`src/rtl/sdlc_tx_pkg.sv`:
```
package sdlc_tx_pkg;

  localparam int          CRC_W     = 16;
  localparam logic [15:0] CRC_POLY  = 16'h8408;
  localparam logic [15:0] CRC_SEED  = 16'hFFFF;
  localparam logic [7:0]  FLAG_PAT  = 8'h7E;
  localparam int          MAX_ONES  = 5;

  typedef enum logic [2:0] {
    ST_IDLE,
    ST_OPEN,
    ST_DATA,
    ST_FCS,
    ST_CLOSE,
    ST_TAIL
  } tx_state_e;

  // one serial step of the reflected CRC-16
  function automatic logic [15:0] crc_step(input logic [15:0] crc, input logic b);
    logic [15:0] nxt;
    nxt = crc >> 1;
    if (crc[0] ^ b) nxt = nxt ^ CRC_POLY;
    return nxt;
  endfunction

endpackage

```
`src/rtl/sdlc_tx_fifo.sv`:
```
module sdlc_tx_fifo #(
  parameter int W     = 8,
  parameter int DEPTH = 4,
  localparam int AW   = (DEPTH > 1) ? $clog2(DEPTH) : 1,
  localparam int CW   = $clog2(DEPTH + 1)
) (
  input  logic          clk,
  input  logic          rst_n,
  input  logic          push,
  input  logic [W-1:0]  din,
  input  logic          pop,
  output logic [W-1:0]  dout,
  output logic          empty,
  output logic          full,
  output logic [CW-1:0] level
);

  logic [W-1:0]  mem [DEPTH];
  logic [AW-1:0] rd_ptr, wr_ptr;
  logic [CW-1:0] count;
  logic          push_ok, pop_ok;

  assign empty   = (count == '0);
  assign full    = (count == CW'(DEPTH));
  assign level   = count;
  assign push_ok = push && !full;
  assign pop_ok  = pop && !empty;
  assign dout    = mem[rd_ptr];

  function automatic logic [AW-1:0] bump(input logic [AW-1:0] p);
    return (p == AW'(DEPTH - 1)) ? '0 : p + 1'b1;
  endfunction

  always_ff @(posedge clk) begin
    if (push_ok) mem[wr_ptr] <= din;
  end

  always_ff @(posedge clk or negedge rst_n) begin
    if (!rst_n) begin
      rd_ptr <= '0;
      wr_ptr <= '0;
      count  <= '0;
    end else begin
      if (push_ok) wr_ptr <= bump(wr_ptr);
      if (pop_ok)  rd_ptr <= bump(rd_ptr);
      case ({push_ok, pop_ok})
        2'b10:   count <= count + 1'b1;
        2'b01:   count <= count - 1'b1;
        default: count <= count;
      endcase
    end
  end

endmodule

```
`src/rtl/sdlc_tx_framer.sv`:
```
module sdlc_tx_framer
  import sdlc_tx_pkg::*;
#(
  parameter int DATA_W = 8,
  localparam int SH_W  = (CRC_W > DATA_W) ? CRC_W : DATA_W,
  localparam int CNT_W = $clog2(SH_W + 1)
) (
  input  logic              clk,
  input  logic              rst_n,
  input  logic              bit_en,
  input  logic              host_wr,
  input  logic              fifo_empty,
  input  logic [DATA_W-1:0] fifo_dout,
  output logic              fifo_pop,
  output logic              line_valid,
  output logic              line_bit,
  output logic              line_mark,
  output logic              tx_active,
  output logic              frame_start,
  output logic [2:0]        ones_run,
  output logic              rts_n,
  output logic              eom_latch,
  output logic              tx_irq
);

  tx_state_e        state;
  logic [SH_W-1:0]  sh;
  logic [CNT_W-1:0] cnt;
  logic [2:0]       ones;
  logic [15:0]      crc;

  logic emit, stuff_now, shift_now, last_bit, cur_bit, flag_phase, tail_done;
  logic [15:0] crc_nxt;

  assign emit       = bit_en && (state inside {ST_OPEN, ST_DATA, ST_FCS, ST_CLOSE});
  assign stuff_now  = emit && (ones == 3'(MAX_ONES));
  assign shift_now  = emit && !stuff_now;
  assign cur_bit    = sh[0];
  assign last_bit   = shift_now && (cnt == CNT_W'(1));
  assign flag_phase = (state == ST_OPEN) || (state == ST_CLOSE);
  assign crc_nxt    = (state == ST_DATA) ? crc_step(crc, cur_bit) : crc;
  assign tail_done  = bit_en && (state == ST_TAIL);

  assign frame_start = bit_en && (state == ST_IDLE) && !fifo_empty;
  assign fifo_pop    = last_bit && (state inside {ST_OPEN, ST_DATA}) && !fifo_empty;
  assign line_valid  = emit;
  assign line_bit    = stuff_now ? 1'b0 : cur_bit;
  assign line_mark   = tail_done;
  assign tx_active   = (state != ST_IDLE);
  assign ones_run    = ones;

  always_ff @(posedge clk or negedge rst_n) begin
    if (!rst_n) begin
      state     <= ST_IDLE;
      sh        <= '0;
      cnt       <= '0;
      ones      <= '0;
      crc       <= CRC_SEED;
      rts_n     <= 1'b1;
      eom_latch <= 1'b0;
      tx_irq    <= 1'b0;
    end else begin
      tx_irq <= 1'b0;

      if (frame_start) begin
        state     <= ST_OPEN;
        sh        <= SH_W'(FLAG_PAT);
        cnt       <= CNT_W'(8);
        ones      <= '0;
        crc       <= CRC_SEED;
        eom_latch <= 1'b0;
      end

      if (stuff_now) ones <= '0;

      if (shift_now) begin
        sh  <= sh >> 1;
        cnt <= cnt - 1'b1;
        crc <= crc_nxt;
        if (flag_phase)   ones <= '0;
        else if (cur_bit) ones <= ones + 1'b1;
        else              ones <= '0;

        if (last_bit) begin
          unique case (state)
            ST_OPEN, ST_DATA: begin
              if (!fifo_empty) begin
                sh    <= SH_W'(fifo_dout);
                cnt   <= CNT_W'(DATA_W);
                state <= ST_DATA;
              end else begin
                sh    <= SH_W'(~crc_nxt);
                cnt   <= CNT_W'(CRC_W);
                state <= ST_FCS;
              end
            end
            ST_FCS: begin
              sh    <= SH_W'(FLAG_PAT);
              cnt   <= CNT_W'(8);
              state <= ST_CLOSE;
            end
            ST_CLOSE: state <= ST_TAIL;
            default:  state <= state;
          endcase
        end
      end

      if (tail_done) begin
        state     <= ST_IDLE;
        rts_n     <= 1'b1;
        eom_latch <= 1'b1;
        tx_irq    <= 1'b1;
      end else if ((state == ST_IDLE) && (host_wr || !fifo_empty)) begin
        rts_n <= 1'b0;
      end
    end
  end

endmodule

```
`src/rtl/sdlc_tx_line.sv`:
```
module sdlc_tx_line (
  input  logic clk,
  input  logic rst_n,
  input  logic nrzi_en,
  input  logic line_valid,
  input  logic line_bit,
  input  logic line_mark,
  output logic txd
);

  logic level_q;

  function automatic logic next_level(input logic cur, input logic b, input logic nrzi);
    if (!nrzi) return b;
    return b ? cur : ~cur;
  endfunction

  always_ff @(posedge clk or negedge rst_n) begin
    if (!rst_n)          level_q <= 1'b1;
    else if (line_mark)  level_q <= 1'b1;
    else if (line_valid) level_q <= next_level(level_q, line_bit, nrzi_en);
  end

  assign txd = level_q;

endmodule

```
`src/rtl/sdlc_frame_tx.sv`:
```
module sdlc_frame_tx #(
  parameter int DATA_W     = 8,
  parameter int FIFO_DEPTH = 4,
  localparam int LVL_W     = $clog2(FIFO_DEPTH + 1)
) (
  input  logic              clk,
  input  logic              rst_n,
  input  logic              wr_en,
  input  logic [DATA_W-1:0] wr_data,
  output logic              fifo_full,
  input  logic              nrzi_en,
  input  logic              bit_en,
  output logic              txd,
  output logic              rts_n,
  output logic              eom_latch,
  output logic              tx_irq
);

  logic              fifo_empty, fifo_pop;
  logic [DATA_W-1:0] fifo_dout;
  logic [LVL_W-1:0]  fifo_level;
  logic              line_valid, line_bit, line_mark;
  logic              tx_active, frame_start;
  logic [2:0]        ones_run;

  sdlc_tx_fifo #(.W(DATA_W), .DEPTH(FIFO_DEPTH)) u_fifo (
    .clk   (clk),
    .rst_n (rst_n),
    .push  (wr_en),
    .din   (wr_data),
    .pop   (fifo_pop),
    .dout  (fifo_dout),
    .empty (fifo_empty),
    .full  (fifo_full),
    .level (fifo_level)
  );

  sdlc_tx_framer #(.DATA_W(DATA_W)) u_framer (
    .clk         (clk),
    .rst_n       (rst_n),
    .bit_en      (bit_en),
    .host_wr     (wr_en),
    .fifo_empty  (fifo_empty),
    .fifo_dout   (fifo_dout),
    .fifo_pop    (fifo_pop),
    .line_valid  (line_valid),
    .line_bit    (line_bit),
    .line_mark   (line_mark),
    .tx_active   (tx_active),
    .frame_start (frame_start),
    .ones_run    (ones_run),
    .rts_n       (rts_n),
    .eom_latch   (eom_latch),
    .tx_irq      (tx_irq)
  );

  sdlc_tx_line u_line (
    .clk        (clk),
    .rst_n      (rst_n),
    .nrzi_en    (nrzi_en),
    .line_valid (line_valid),
    .line_bit   (line_bit),
    .line_mark  (line_mark),
    .txd        (txd)
  );

endmodule

```
`config.mk`:
```
export PLATFORM = sky130hd
export DESIGN_NAME = sdlc_frame_tx
export DESIGN_NICKNAME = d
export VERILOG_FILES = /design/src/rtl/sdlc_tx_pkg.sv /design/src/rtl/sdlc_tx_fifo.sv /design/src/rtl/sdlc_tx_framer.sv /design/src/rtl/sdlc_tx_line.sv /design/src/rtl/sdlc_frame_tx.sv
export SDC_FILE = /design/constraint.sdc
export NUM_CORES = 1
export LEC_CHECK = 0
export BUFFER_PORTS_ARGS = -buffer_cell sky130_fd_sc_hd__buf_2
export CAP_MARGIN = 20
export CORE_MARGIN = 8
export CORE_UTILIZATION = 35
export CTS_CLUSTER_SIZE = 40
export DETAILED_ROUTE_END_ITERATION = 8
export MAX_ROUTING_LAYER = met4
export PLACE_DENSITY = 0.52
export SKIP_LAST_GASP = 1
export SLEW_MARGIN = 10
export SYNTH_ARGS = -nofsm -noshare
export SYNTH_HDL_FRONTEND = slang
export SYNTH_SLANG_ARGS = --single-unit
```
`constraint.sdc`:
```
create_clock -name clk -period 6.8 [get_ports clk]
set_clock_uncertainty 0.2 [all_clocks]
set_input_delay 0.68 -clock clk [delete_from_list [all_inputs] [get_ports clk]]
set_output_delay 0.68 -clock clk [all_outputs]
set_load 0.05 [all_outputs]
```
== Yosys cells after proc, flatten, opt, wreduce, memory -nomap -nowiden ==
Memory sizes are Yosys's and may differ from the RTL's.
Cells that the tools add are included.

* Bits in registers: 54
* Bits in latches: 0
* Bits in writable memories: 32
* Bits in read-only memories: 0
* Input bits: 13
* Output and inout bits: 5
* Word-level logic and storage cells: 110
* Memories: 1

* Add/subtract/negate cells: 6
* Multiply operators: 0
* Divide/modulo/power cells: 0
* Magnitude comparators: 0
* Equality and inequality tests: 14
* Shift-type cells: 0
* Muxes and demuxes: 44
* Bitwise operators: 4
* Reductions and logical operators: 29

{| class="wikitable"
|+ Memories
! name !! words !! width !! rd ports !! clocked after Yosys merged registers in !! write ports !! RTL line !! text
|-
| u_fifo.mem || 4 || 8 || 1 || 0 || 1 || sdlc_tx_fifo.sv:18 || <nowiki>logic [W-1:0] mem [DEPTH];</nowiki>
|}

{| class="wikitable"
|+ Operators by type and width
! cell !! count
|-
| $mux W16 || 8
|-
| $pmux W16 S2 || 1
|-
| $mux W3 || 9
|-
| $mux W5 || 4
|-
| $mux W1 || 17
|-
| $not A16 Y16 || 1
|-
| $eq A3 B3 Y1 const B || 4
|-
| $logic_and A1 B1 Y1 || 12
|-
| $reduce_bool A2 Y1 || 6
|-
| $pmux W5 S2 || 1
|-
| $pmux W3 S3 || 1
|-
| $add A3 B1 Y3 const B || 2
|-
| $eq A2 B2 Y1 const B || 3
|-
| $eq A3 B2 Y1 const B || 2
|-
| $logic_not A3 Y1 || 2
|-
| $ne A6 B6 Y1 const B || 1
|-
| $pmux W3 S2 || 1
|-
| $eq A5 B1 Y1 const B || 1
|-
| $sub A5 B1 Y5 const B || 1
|-
| $add A2 B1 Y2 const B || 2
|-
| $mux W2 || 2
|-
| $reduce_bool A4 Y1 || 1
|-
| $eq A3 B1 Y1 const B || 1
|-
| $logic_not A1 Y1 || 3
|-
| other kinds (10) || 11
|}

== Longest topological paths before layout ==
Gate-level depths: netlist of run 1.

* Depth in word-level cells: 12
* Gate-level depth with buffers: 13
* Gate-level depth less buffers: 12

== Modules after synthesis ==
Synthesis of run 1 repeated with hierarchy kept, for this count alone.

* Cells, all modules: 359
* Area, all modules: 4319.1 µm²

{| class="wikitable"
|+ By module, submodules not included
! module !! instances !! cells an instance !! area each (µm²) !! sequential area each (µm²)
|-
| sdlc_tx_framer || 1 || 271 || 2617.5 || 1172.4
|-
| sdlc_tx_fifo || 1 || 82 || 1636.6 || 1136.1
|-
| sdlc_tx_line || 1 || 6 || 65.1 || 26.3
|}

== Least setup slack after synthesis of run 1 ==
OpenSTA, ideal clock, no wires.

* Path kind: input-to-reg
* Start point: input port bit_en
* End point: register u_fifo.count[2], in the netlist u_fifo.level[2]
* Setup time: 0.079 ns
* Arrival: 2.719 ns
* Required time: 6.521 ns
* Setup slack: 3.802 ns
* Cell stages on the path: 12
* Path buffers: 2
* Path through: buf_2 > a21boi_1 > and3_1 > buf_4 > nand3_1 > inv_1 > ha_1 > inv_1 > fa_1 > xor2_1 > nor2_1 > xor2_1

* Word-level cells in the longest chain between the ends: 10
* Elaborated cells between the ends (all ways): 12
* Classes of those cells: 2 x eq/ne; 1 x mux; 9 x reduce/logical

{| class="wikitable"
|+ RTL lines
! element !! RTL line !! text
|-
| start: declaration || sdlc_frame_tx.sv:12 || <nowiki>input logic bit_en,</nowiki>
|-
| $logic_and A1 B1 Y1 * || sdlc_tx_framer.sv:35 || <nowiki>assign emit = bit_en && (state inside {ST_OPEN, ST_DATA, ST_FCS, ST_CLOSE});</nowiki>
|-
| $logic_and A1 B1 Y1 || sdlc_tx_framer.sv:36 || <nowiki>assign stuff_now = emit && (ones == 3'(MAX_ONES));</nowiki>
|-
| $logic_not A1 Y1 || sdlc_tx_framer.sv:37 || <nowiki>assign shift_now = emit && !stuff_now;</nowiki>
|-
| $logic_and A1 B1 Y1 * || sdlc_tx_framer.sv:37 ||
|-
| $logic_and A1 B1 Y1 * || sdlc_tx_framer.sv:39 || <nowiki>assign last_bit = shift_now && (cnt == CNT_W'(1));</nowiki>
|-
| $logic_and A1 B1 Y1 * (2 in a row) || sdlc_tx_framer.sv:45 || <nowiki>assign fifo_pop = last_bit && (state inside {ST_OPEN, ST_DATA}) && !fifo_empty;</nowiki>
|-
| $logic_and A1 B1 Y1 * || sdlc_tx_fifo.sv:27 || <nowiki>assign pop_ok = pop && !empty;</nowiki>
|-
| net u_fifo.pop_ok || sdlc_tx_fifo.sv:21 || <nowiki>logic push_ok, pop_ok;</nowiki>
|-
| $eq A2 B1 Y1 or $eq A2 B2 Y1 (tied branches) || sdlc_tx_fifo.sv:46 || <nowiki>case ({push_ok, pop_ok})</nowiki>
|-
| $pmux W3 S2 or $reduce_bool A2 Y1 (tied branches) || n/a ||
|-
| end signal: assignment || sdlc_tx_fifo.sv:47 || <nowiki>2'b10: count <= count + 1'b1;</nowiki>
|-
| end signal: assignment || sdlc_tx_fifo.sv:48 || <nowiki>2'b01: count <= count - 1'b1;</nowiki>
|-
| end signal: assignment || sdlc_tx_fifo.sv:49 || <nowiki>default: count <= count;</nowiki>
|-
| end: declaration || sdlc_tx_fifo.sv:20 || <nowiki>logic [CW-1:0] count;</nowiki>
|}

Mark *: on every way through the listed nets, which the timed path passes. The rest lies on a longest branch.
A chain may end at the register's enable or synchronous reset.

== Worst setup path after layout of run 1 ==
* Start point: register u_framer.state[1]
* End point: register u_fifo.count[2], in the netlist u_fifo.level[2]

* Word-level cells in the longest chain between the ends: 12
* Elaborated cells between the ends (all ways): 18
* Classes of those cells: 6 x eq/ne; 1 x mux; 11 x reduce/logical

{| class="wikitable"
|+ RTL lines
! element !! RTL line !! text
|-
| start: declaration || sdlc_tx_framer.sv:26 || <nowiki>tx_state_e state;</nowiki>
|-
| start signal: assignment || sdlc_tx_framer.sv:103 || <nowiki>default: state <= state;</nowiki>
|-
| $eq A3 B1 Y1, or another cell as far along || sdlc_tx_framer.sv:35, sdlc_tx_framer.sv:45 ||
|-
| $reduce_bool A4 Y1 || sdlc_tx_framer.sv:35 ||
|-
| $logic_and A1 B1 Y1 || sdlc_tx_framer.sv:35 ||
|-
| $logic_and A1 B1 Y1 || sdlc_tx_framer.sv:36 ||
|-
| $logic_not A1 Y1 || sdlc_tx_framer.sv:37 ||
|-
| $logic_and A1 B1 Y1 || sdlc_tx_framer.sv:37 ||
|-
| $logic_and A1 B1 Y1 || sdlc_tx_framer.sv:39 ||
|-
| $logic_and A1 B1 Y1 * (2 in a row) || sdlc_tx_framer.sv:45 ||
|-
| $logic_and A1 B1 Y1 * || sdlc_tx_fifo.sv:27 ||
|-
| net u_fifo.pop_ok || sdlc_tx_fifo.sv:21 ||
|-
| $eq A2 B1 Y1 or $eq A2 B2 Y1 (tied branches) || sdlc_tx_fifo.sv:46 ||
|-
| $pmux W3 S2 or $reduce_bool A2 Y1 (tied branches) || n/a ||
|}

Marked as above.

==> results of run 1 <==
worst max-delay path by stage:
stage,slack (ns),cells after the start,endpoint
after floorplan,3.80,12,u_fifo.level[2]$_DFFE_PN0P_
after global placement,3.12,11,u_fifo.level[2]$_DFFE_PN0P_
after detailed placement,3.00,11,u_fifo.level[2]$_DFFE_PN0P_
after CTS,3.16,10,u_fifo.level[2]$_DFFE_PN0P_
after global routing,2.78,10,u_fifo.level[2]$_DFFE_PN0P_
final,3.18,10,u_fifo.level[2]$_DFFE_PN0P_
stage by stage:
| stage | cells | setup WS, ns | utilization [%] | hold WS [ns] | instance area [sq um] |
|---|---|---|---|---|---|
| 5_1_grt | 510 | 2.78 | 39.9 | 0.323 | 4570 |
| 3_3_place_gp | 494 | 3.12 | 37.4 | 0.273 | 4290 |
| 3_5_place_dp | 494 | 3.00 | 37.4 | 0.277 | 4290 |
| 4_1_cts | 510 | 3.16 | 39.9 | 0.288 | 4570 |
| 2_1_floorplan | 353 | 3.80 | - | 0.184 | 4140 |
| 6_report | 510 | 3.18 | 39.9 | 0.258 | 4570 |
metal layers:
metal / part of all wire, % / global-route usage (%) / up-vias
met3: 2.5 / 3.87 / 7
met1: 49 / 13.9 / 1339
met5: 0 / - / -
met2: 47 / 17.9 / 24
li1: - / - / 1299
met4: 1.1 / 3.40 / 0
cell families (layout without fill, tap and decap cells):
logic type / Yosys count / after routing
fa+ha+maj: 11 / 11
simple gates: 129 / 129
mux: 13 / 13
xor+xnor: 9 / 9
buf+inv: 31 / 45
flops: 86 / 86
compound gates: 74 / 74
Yosys cell counts (5+ instances only):
cell type  number  area share (%)
a21oi_1         9             1.1
nor3_1          6            0.73
inv_1          11             1.0
dfrtp_1        36              22
nand2_1        49             4.4
a221o_1         6             1.5
buf_2          11             1.3
o21ai_0        18             2.2
o21a_1         10             1.8
o22a_1          5             1.1
o221a_2         5             1.4
mux4_2          8             4.4
ha_1           10             3.0
edfxtp_1       32              23
nand3_1        20             2.4
dfstp_2        18              11
o211ai_1        6             1.1
nor2_1         22             2.0
xnor2_1         5             1.1
area by class of cell:
cell class | count | area [sq um] | area share [%]
inverter | 11 | 41.3 | 0.903
tap | 143 | 179 | 3.91
clock buffer | 9 | 225 | 4.92
timing repair buffer | 18 | 92.6 | 2.02
sequential | 86 | 2330 | 51.0
clock inverter | 7 | 57.6 | 1.26
multi-input combinational | 236 | 1640 | 35.9
worst reg2reg max path: cells and delay by family (launching register included):
kind | cells | cell delay, ns
compound gates | 1 | 0.55
buf+inv | 2 | 0.21
simple gates | 3 | 1.21
xor+xnor | 2 | 0.29
flops | 1 | 0.54
fa+ha+maj | 2 | 0.56
where the power goes:
| group | internal [mW] | switching [mW] |
|---|---|---|
| Sequential | 0.710 | 0.146 |
| Combinational | 0.269 | 0.361 |
| Clock | 0.252 | 0.214 |
state kept, by name (all words and copies together) (netlist names), 2 cells and up:
register and cells:
u_fifo.mem 32, u_framer.crc 16, u_framer.sh 16, u_framer.cnt 5, u_fifo.level 3, u_framer.ones_run 3
u_framer.state 3, u_fifo.rd_ptr 2, u_fifo.wr_ptr 2
==> metrics, run 1 <==
run status=completed; initial core utilization=between 30% and 40%; Syn. warnings=0; # rows=39; Root Buffer=clkbuf_16; die area=about 16000 sq um; cells on worst reg2reg path=10; post-synthesis cell area=4140 sq um; CTS tree=yes; Post-Synth Adder-Cell Area=3.51%; Max-Cap Viols=0; crit path max fanout=20; CP startpoint kind=register; DPL Wire Length=5.50 mm; post-synthesis xor/xnor area fraction=1.90%; max-slew violations=0; asr flop ratio synth=62.8%; Critical R2R Capture=u_fifo.level[2]$_DFFE_PN0P_; most common cell after layout, fill and taps aside=nand2_1; # diodes=0; count of cell types in the netlist=55; Top delay family on crit path=simple AND/OR/NAND/NOR gates; most frequent cells in the layout=nand2_1, dfrtp_1, edfxtp_1; first-pass GRT wire length=14.2 mm; Peak Freq=approximately 0.28 GHz; Ports=18; final hold vios=0; RSZ-0062 raised after global routing=false; Hold Buf Count CTS=0; slew at the pin with the worst max-slew slack=1.05 ns; global route total overflow=0; H-tree depth=3; Final Power=1.95 mW; min-delay worst type=in2async; Clock Latency Late Sink=between 0.3 and 0.4 ns; initial antenna violation count=0; final setup fails=0; crit end category=register; Core ar.=11500 sq um; port bufs=17; Max-slew headroom=29.4%; Routed Antenna Nets=0; area grow syn2layout=10.5%; worst path arrival time=3.70 ns; clock sink total=86; Max Buffers Root-to-Sink=2; worst setup path class=reg2reg; layout cells sized above 1=19.9%; Vias=approximately 2700; Clock transition at path regs=0.07 ns; gr usage total=11.5%; Avg WL per Cell=approximately 16 um; setup TNS=0 ns; die height=125 um; fin crit period=3.62 ns; CP Cell Sequence=o21ai_0, and3_1, nand3_1, inv_1, ha_1, inv_1, fa_1, xor2_1, nor2_1, xor2_1; Synth Register Bits=86; crit path max-delay cell type=and3_1; post-synthesis simple-gate area fraction=15.7%; Leak Pwr=1.80 nW; Cells after Synth=353; Nets=386; Post-CTS Setup Bufs=0; Tcrit/Tclk final=53.3%; Avg Cell Area, Syn=11.7 sq um; largest family of logic cells by synthesized area=simple AND/OR/NAND/NOR gates; Post-synth EDFFs=32; largest net degree at the start of global routing=55; Pre-antenna DRT Iters=4; post-synthesis mux area share=about 5.6%; crit path from=u_framer.state[1]$_DFFE_PN0P_; Worst path max stage delay=0.76 ns; Most used DFF post-synth=dfrtp_1; r2r setup slk=3.18 ns; pwr/cell area=roughly 430 nW/um^2; DR DRC count=0; count of buffer and inverter cells on the critical path=2; Seq/Total Area, Yosys=a little under three fifths; vias in the first global route=about 2700; Filler cells=1096; Final Routed Wirelength=just over 8 mm; Compound-Gate Fraction of Synth Area=a little over an eighth; Starting DRT DRC Count=131; Num CTS Buffers=9; Vias/cell=5.23; CP required=approximately 6.9 ns; syn nets=377; worst vdd ir=between 150 and 200 uV; worst r2r src=u_framer.state[1]$_DFFE_PN0P_; routability cong.=0.766; Die Width=between 100 and 150 um; post-cts resize count=0
No activity file was read; power rests on OpenSTA's default activity.
==> run 2: changes to the inputs <==
- PLACE_DENSITY: 0.52 -> 0.54
- clock period: 6.8 -> 3 ns (I/O delays scaled with it)
==> run 2 against run 1 <==
Non-clock buffer count is 23 higher; cell count is 4.5% higher; clock-buffer cell count stayed put; clock power is 140% higher; power is 140% higher; sequential power is 120% higher; critical path type unchanged; critical path depth stayed put; sequential share of layout area is 2.3 points lower; critical endpoint unchanged.
==> metrics, run 2 (synthesized netlist as in run 1, its figures left out) <==
DPL Wire Length=5.77 mm; DR DRC count=0; most frequent cells in the layout=nand2_1, dfrtp_1, edfxtp_1; initial core utilization=approximately 36%; initial antenna violation count=0; # rows=39; CP Cell Sequence=xnor2_1, nor3_1, nand3_1, inv_1, ha_1, inv_1, fa_1, xor2_1, nor2_1, xor2_1; die area=15600 sq um; Clock transition at path regs=0.07 ns; max-slew violations=0; Switching Share=35.9%; Pre-antenna DRT Iters=4; routability cong.=0.758; Vias/cell=5.13; RSZ-0062 raised after global routing=false; Filler cells=1058; crit path max fanout=15; Ports=18; Die Width=125 um; clock sink total=86; # diodes=0; largest net degree at the start of global routing=27; crit path max-delay cell type=dfrtp_1; Max-slew headroom=58.6%; H-tree depth=3; worst vdd ir=607 uV; Starting DRT DRC Count=109; Power Internal=2.96 mW; port bufs=17; final hold vios=0; area grow syn2layout=15.8%; CTS tree=yes; worst path arrival time=about 2.8 ns; Tcrit/Tclk final=approximately nine tenths; most common cell after layout, fill and taps aside=nand2_1; Core ar.=roughly 11000 sq um; die height=125 um; Routed Antenna Nets=0; worst setup path class=reg2reg; final setup fails=0; r2r setup slk=~0.28 ns; global route total overflow=0; setup TNS=0 ns; Clock Latency Late Sink=between 0.3 and 0.4 ns; largest registers=u_fifo.mem: 32 flops, u_framer.crc: 16 flops, u_framer.sh: 16 flops; run status=completed; Final Routed Wirelength=8.36 mm; Peak Freq=around 0.37 GHz; gr usage total=11.5%; pwr/cell area=964 nW/um^2; Post-CTS Setup Bufs=0; Max Buffers Root-to-Sink=2; sw power=1.66 mW; Comb power frac=34.0%; part of the power in registers=41.3%; min-delay worst type=in2reg; Vias=2736; Nets=409; post-route cell area=4790 sq um; Post-DP Area=approximately 4400 sq um; CP required=3.07 ns; Max-Cap Viols=0; Leak Pwr=1.93 nW; largest reg by FF count=u_fifo.mem; CP startpoint kind=register; crit end category=register; first-pass GRT wire length=14.2 mm; Root Buffer=clkbuf_16; post-cts resize count=0; Final Util=a little over two fifths; slew at the pin with the worst max-slew slack=0.621 ns; Hold Buf Count CTS=9; max reg flops=32; vias in the first global route=2826; Num CTS Buffers=9; layout cells sized above 1=22.3%; Worst path max stage delay=0.59 ns; fin crit period=2.72 ns; clock share of power=24.7%; Avg WL per Cell=15.7 um
-- run 2: layout make-up --
type | instances | area [sq um] | share of cell area [%]
Multi-Input combinational cell | 236 | 1640 | 34.3
Clock inverter | 7 | 82.6 | 1.72
Timing Repair Buffer | 41 | 288 | 6.00
Tap cell | 143 | 179 | 3.73
Sequential cell | 86 | 2330 | 48.7
Inverter | 11 | 41.3 | 0.861
Clock buffer | 9 | 225 | 4.70
-- run 2: critical path, delay by kind of cell, from the launching register on --
| kind | cells | cell delay (ns) |
|---|---|---|
| buffers and inverters | 2 | 0.18 |
| DFF | 1 | 0.59 |
| xor gates and xnor gates | 3 | 0.47 |
| and+or+nand+nor | 3 | 0.67 |
| adders and majority gates | 2 | 0.55 |
-- run 2: per-stage QoR --
| stage | setup WS (ns) | power (mW) | hold slack (ns) | cells |
|---|---|---|---|---|
| 4_1_cts | 0.255 | 4.68 | 0.0530 | 533 |
| 3_3_place_gp | 0.356 | 3.49 | 0.147 | 508 |
| 2_1_floorplan | 0.255 | 3.09 | -0.196 | 353 |
| 3_5_place_dp | 0.299 | 3.51 | 0.152 | 508 |
| 5_1_grt | 0.00939 | 4.94 | 0.100 | 533 |
| 6_report | 0.279 | 4.62 | 0.0594 | 533 |
-- run 2: routing by layer --
layer | track usage [%] | routed length [um] | up-vias
met5 | - | 0 | -
met4 | 4.11 | 132 | 0
met3 | 3.11 | 301 | 11
met2 | 17.9 | 3900 | 58
met1 | 14.0 | 4020 | 1319
li1 | - | - | 1348
-- run 2: power by group through the flow --
stage          Combinational [mW]  Sequential [mW]  Clock (mW)
2_1_floorplan                1.22             1.87           0
3_3_place_gp                 1.56             1.92           0
3_5_place_dp                 1.58             1.93           0
4_1_cts                      1.60             1.91        1.17
5_1_grt                      1.76             1.96        1.21
6_report                     1.57             1.91        1.14
-- run 2: final timing paths --
path | startpoint | endpoint | cells past startpoint
max reg2reg | u_framer.state[1]$_DFFE_PN0P_ | u_fifo.level[2]$_DFFE_PN0P_ | 10
max in group asynchronous | rst_n | u_line.txd$_DFFE_PN1P_ | 3
max | u_framer.state[1]$_DFFE_PN0P_ | u_fifo.level[2]$_DFFE_PN0P_ | 10
min in group asynchronous | rst_n | u_framer.cnt[3]$_DFFE_PN0P_ | 2
min reg2reg | u_framer.rts_n$_DFFE_PN1P_ | u_framer.rts_n$_DFFE_PN1P_ | 2
min | wr_en | u_framer.rts_n$_DFFE_PN1P_ | 4
==> run 3: changes to the inputs <==
- SYNTH_HIERARCHICAL: not set -> 1
==> run 3 against run 2 <==
Power up 8.2%; worst hold slack better by 0.0033 ns; cell count up 2.3%; design area up 4.9%; maximum frequency down 7.2%; non-clock buffer count up 5; register-to-register slack worse by 0.21 ns; global-route usage up 0.36 points; wire length up 5.5%.
==> metrics, run 3 <==
run status=completed; slew at the pin with the worst max-slew slack=0.624 ns; initial antenna violation count=0; layout cells sized above 1=31.2%; CTS tree=yes; worst vdd ir=494 uV; Max Buffers Root-to-Sink=2; most frequent cells in the layout=dfrtp_1, o21ai_0, edfxtp_1; CP Cell Sequence=inv_2, ha_4, or4b_4, or3_4, nor2_4, nand2b_4, inv_4, ha_4, inv_2, fa_2, xor2_1, nor2_1, xor2_1; Post-synth top cells=dfrtp_1, o21ai_0, edfxtp_1, nor2_1, dfstp_2; most common cell in the synthesized netlist=dfrtp_1; largest reg by FF count=u_fifo/mem; DPL Wire Length=between 6 and 7 mm; Clock transition at path regs=around 0.07 ns; initial core utilization=between 30% and 40%; CP startpoint kind=register; global route total overflow=0; post-synthesis cell area=4320 sq um; worst path arrival time=3.00 ns; Critical R2R Capture=u_fifo/level[2]$_DFFE_PN0P_; Final Power=~5 mW; Synth Register Bits=86; Root Buffer=clkbuf_16; max reg flops=32; Final Util=41.9%; Routed Antenna Nets=0; Max-Cap Viols=0; Ports=18; die area=roughly 16000 sq um; Synth area leaders=edfxtp_1, dfrtp_1, dfstp_2; CP required=3.07 ns; max-slew violations=0; Leak Pwr=1.94 nW; Seq/Total Area, Yosys=a little over half; die height=between 100 and 150 um; syn nets=383; Num CTS Buffers=9; Worst path max stage delay=0.45 ns; asr flop ratio synth=a little over three fifths; H-tree depth=3; Starting DRT DRC Count=120; Pre-antenna DRT Iters=4; worst r2r src=u_framer/cnt[1]$_DFFE_PN0P_; post-route cell area=5030 sq um; fin crit period=2.93 ns; final hold vios=0; vias in the first global route=2906; crit end category=register; pwr/cell area=around 990 nW/um^2; largest net degree at the start of global routing=44; Clock Latency Late Sink=~0.34 ns; Avg WL per Cell=16.2 um; count of cell types in the netlist=62; hold path depth=3; Hold WS=0.0627 ns; most common cell after layout, fill and taps aside=dfrtp_1; DR DRC count=0; RSZ-0062 raised after global routing=true; Max-slew headroom=58.4%; # diodes=0; r2r setup slk=between 0.06 and 0.07 ns; Nets=roughly 420; Cells after Synth=359; Avg Cell Area, Syn=12.0 sq um; setup TNS=0 ns; min-delay worst type=in2reg; # rows=40; Vias/cell=5.16; final setup fails=0; Final Routed Wirelength=8.82 mm; largest registers=u_fifo/mem: 32 flops, u_framer/crc: 16 flops, u_framer/sh: 16 flops; cells on worst reg2reg path=13; first-pass GRT wire length=14.8 mm; Post-synth EDFFs=32; Tcrit/Tclk final=97.7%; HP Start=nrzi_en; hold endpoint=u_line/txd$_DFFE_PN1P_; crit path max fanout=3; gr usage total=11.9%; Die Width=127 um; Most used DFF post-synth=dfrtp_1; Vias=2811; largest area contributor in the netlist=edfxtp_1; Post-DP Area=4560 sq um; port bufs=17; Syn. warnings=6; clock sink total=86; Peak Freq=about 0.34 GHz; area grow syn2layout=16.5%; worst setup path class=reg2reg; crit path max-delay cell type=or4b_4; share of the synthesized area in the top cell type=22.2%; routability cong.=0.761; Core ar.=~12000 sq um
run 3: worst max-delay path by stage:
stage | start | endpoint
floorplan | u_framer/cnt[1]$_DFFE_PN0P_ | u_fifo/level[2]$_DFFE_PN0P_
global placement | u_framer/cnt[1]$_DFFE_PN0P_ | u_fifo/level[2]$_DFFE_PN0P_
detailed placement | u_framer/cnt[1]$_DFFE_PN0P_ | u_fifo/level[2]$_DFFE_PN0P_
CTS | u_framer/cnt[1]$_DFFE_PN0P_ | u_fifo/level[2]$_DFFE_PN0P_
global route | u_framer/cnt[1]$_DFFE_PN0P_ | u_fifo/level[2]$_DFFE_PN0P_
finish | u_framer/cnt[1]$_DFFE_PN0P_ | u_fifo/level[2]$_DFFE_PN0P_
run 3: repair_timing:
item,in CTS,in global routing
resized for setup,1,8
pin swaps,3,6
buffers inserted,1,5
endpoints found under the hold margin,46,0
hold buffers,9,0
cloned,0,0
endpoints found under the setup margin,1,1
run 3: worst max-delay path: cells and delay by family (launching register included):
family,cells,cell delay (ns)
xor+xnor,2,0.32
fa+ha+maj,3,0.62
simple gates,5,1.16
buf+inv,3,0.18
flops,1,0.38
run 3: cell families after synthesis:
group,count (synthesis),synth area share (%)
simple gates,104,13.4
fa+ha+maj,11,3.36
mux,31,10.0
compound gates,80,12.5
flops,86,54.1
buf+inv,39,5.10
xor+xnor,8,1.62
run 3: report_power, final:
part | leakage [nW] | total [mW] | switching, mW | internal [mW]
registers | 0.912 | 2.04 | 0.325 | 1.71
logic | 0.875 | 1.83 | 1.00 | 0.825
clock network | 0.151 | 1.14 | 0.481 | 0.655
total | 1.94 | 5.00 | 1.81 | 3.19
run 3: final cells by class:
| type | count | area [sq um] |
|---|---|---|
| clock inverter | 7 | 78.8 |
| clock buffer | 9 | 225 |
| timing repair buffer | 46 | 325 |
| multi-input combinational | 234 | 1810 |
| fill | 1132 | 6980 |
| inverter | 16 | 75.1 |
| sequential | 86 | 2330 |
| tap | 147 | 184 |
run 3: routing by layer:
layer  vias up  GRT usage (%)  share of wire (%)
met2        38           18.7                 48
met4         0           3.99                1.5
met5         -              -                  0
met3        10           3.16                3.5
met1      1390           14.5                 47
li1       1373              -                  -
run 3: through the flow:
| stage | setup WS, ns | std cells |
|---|---|---|
| final | 0.0685 | 545 |
| after floorplan | 0.0101 | 359 |
| after CTS | 0.0115 | 540 |
| after global routing | -0.0570 | 545 |
| after global placement | 0.0555 | 514 |
| after detailed placement | 0.0119 | 514 |
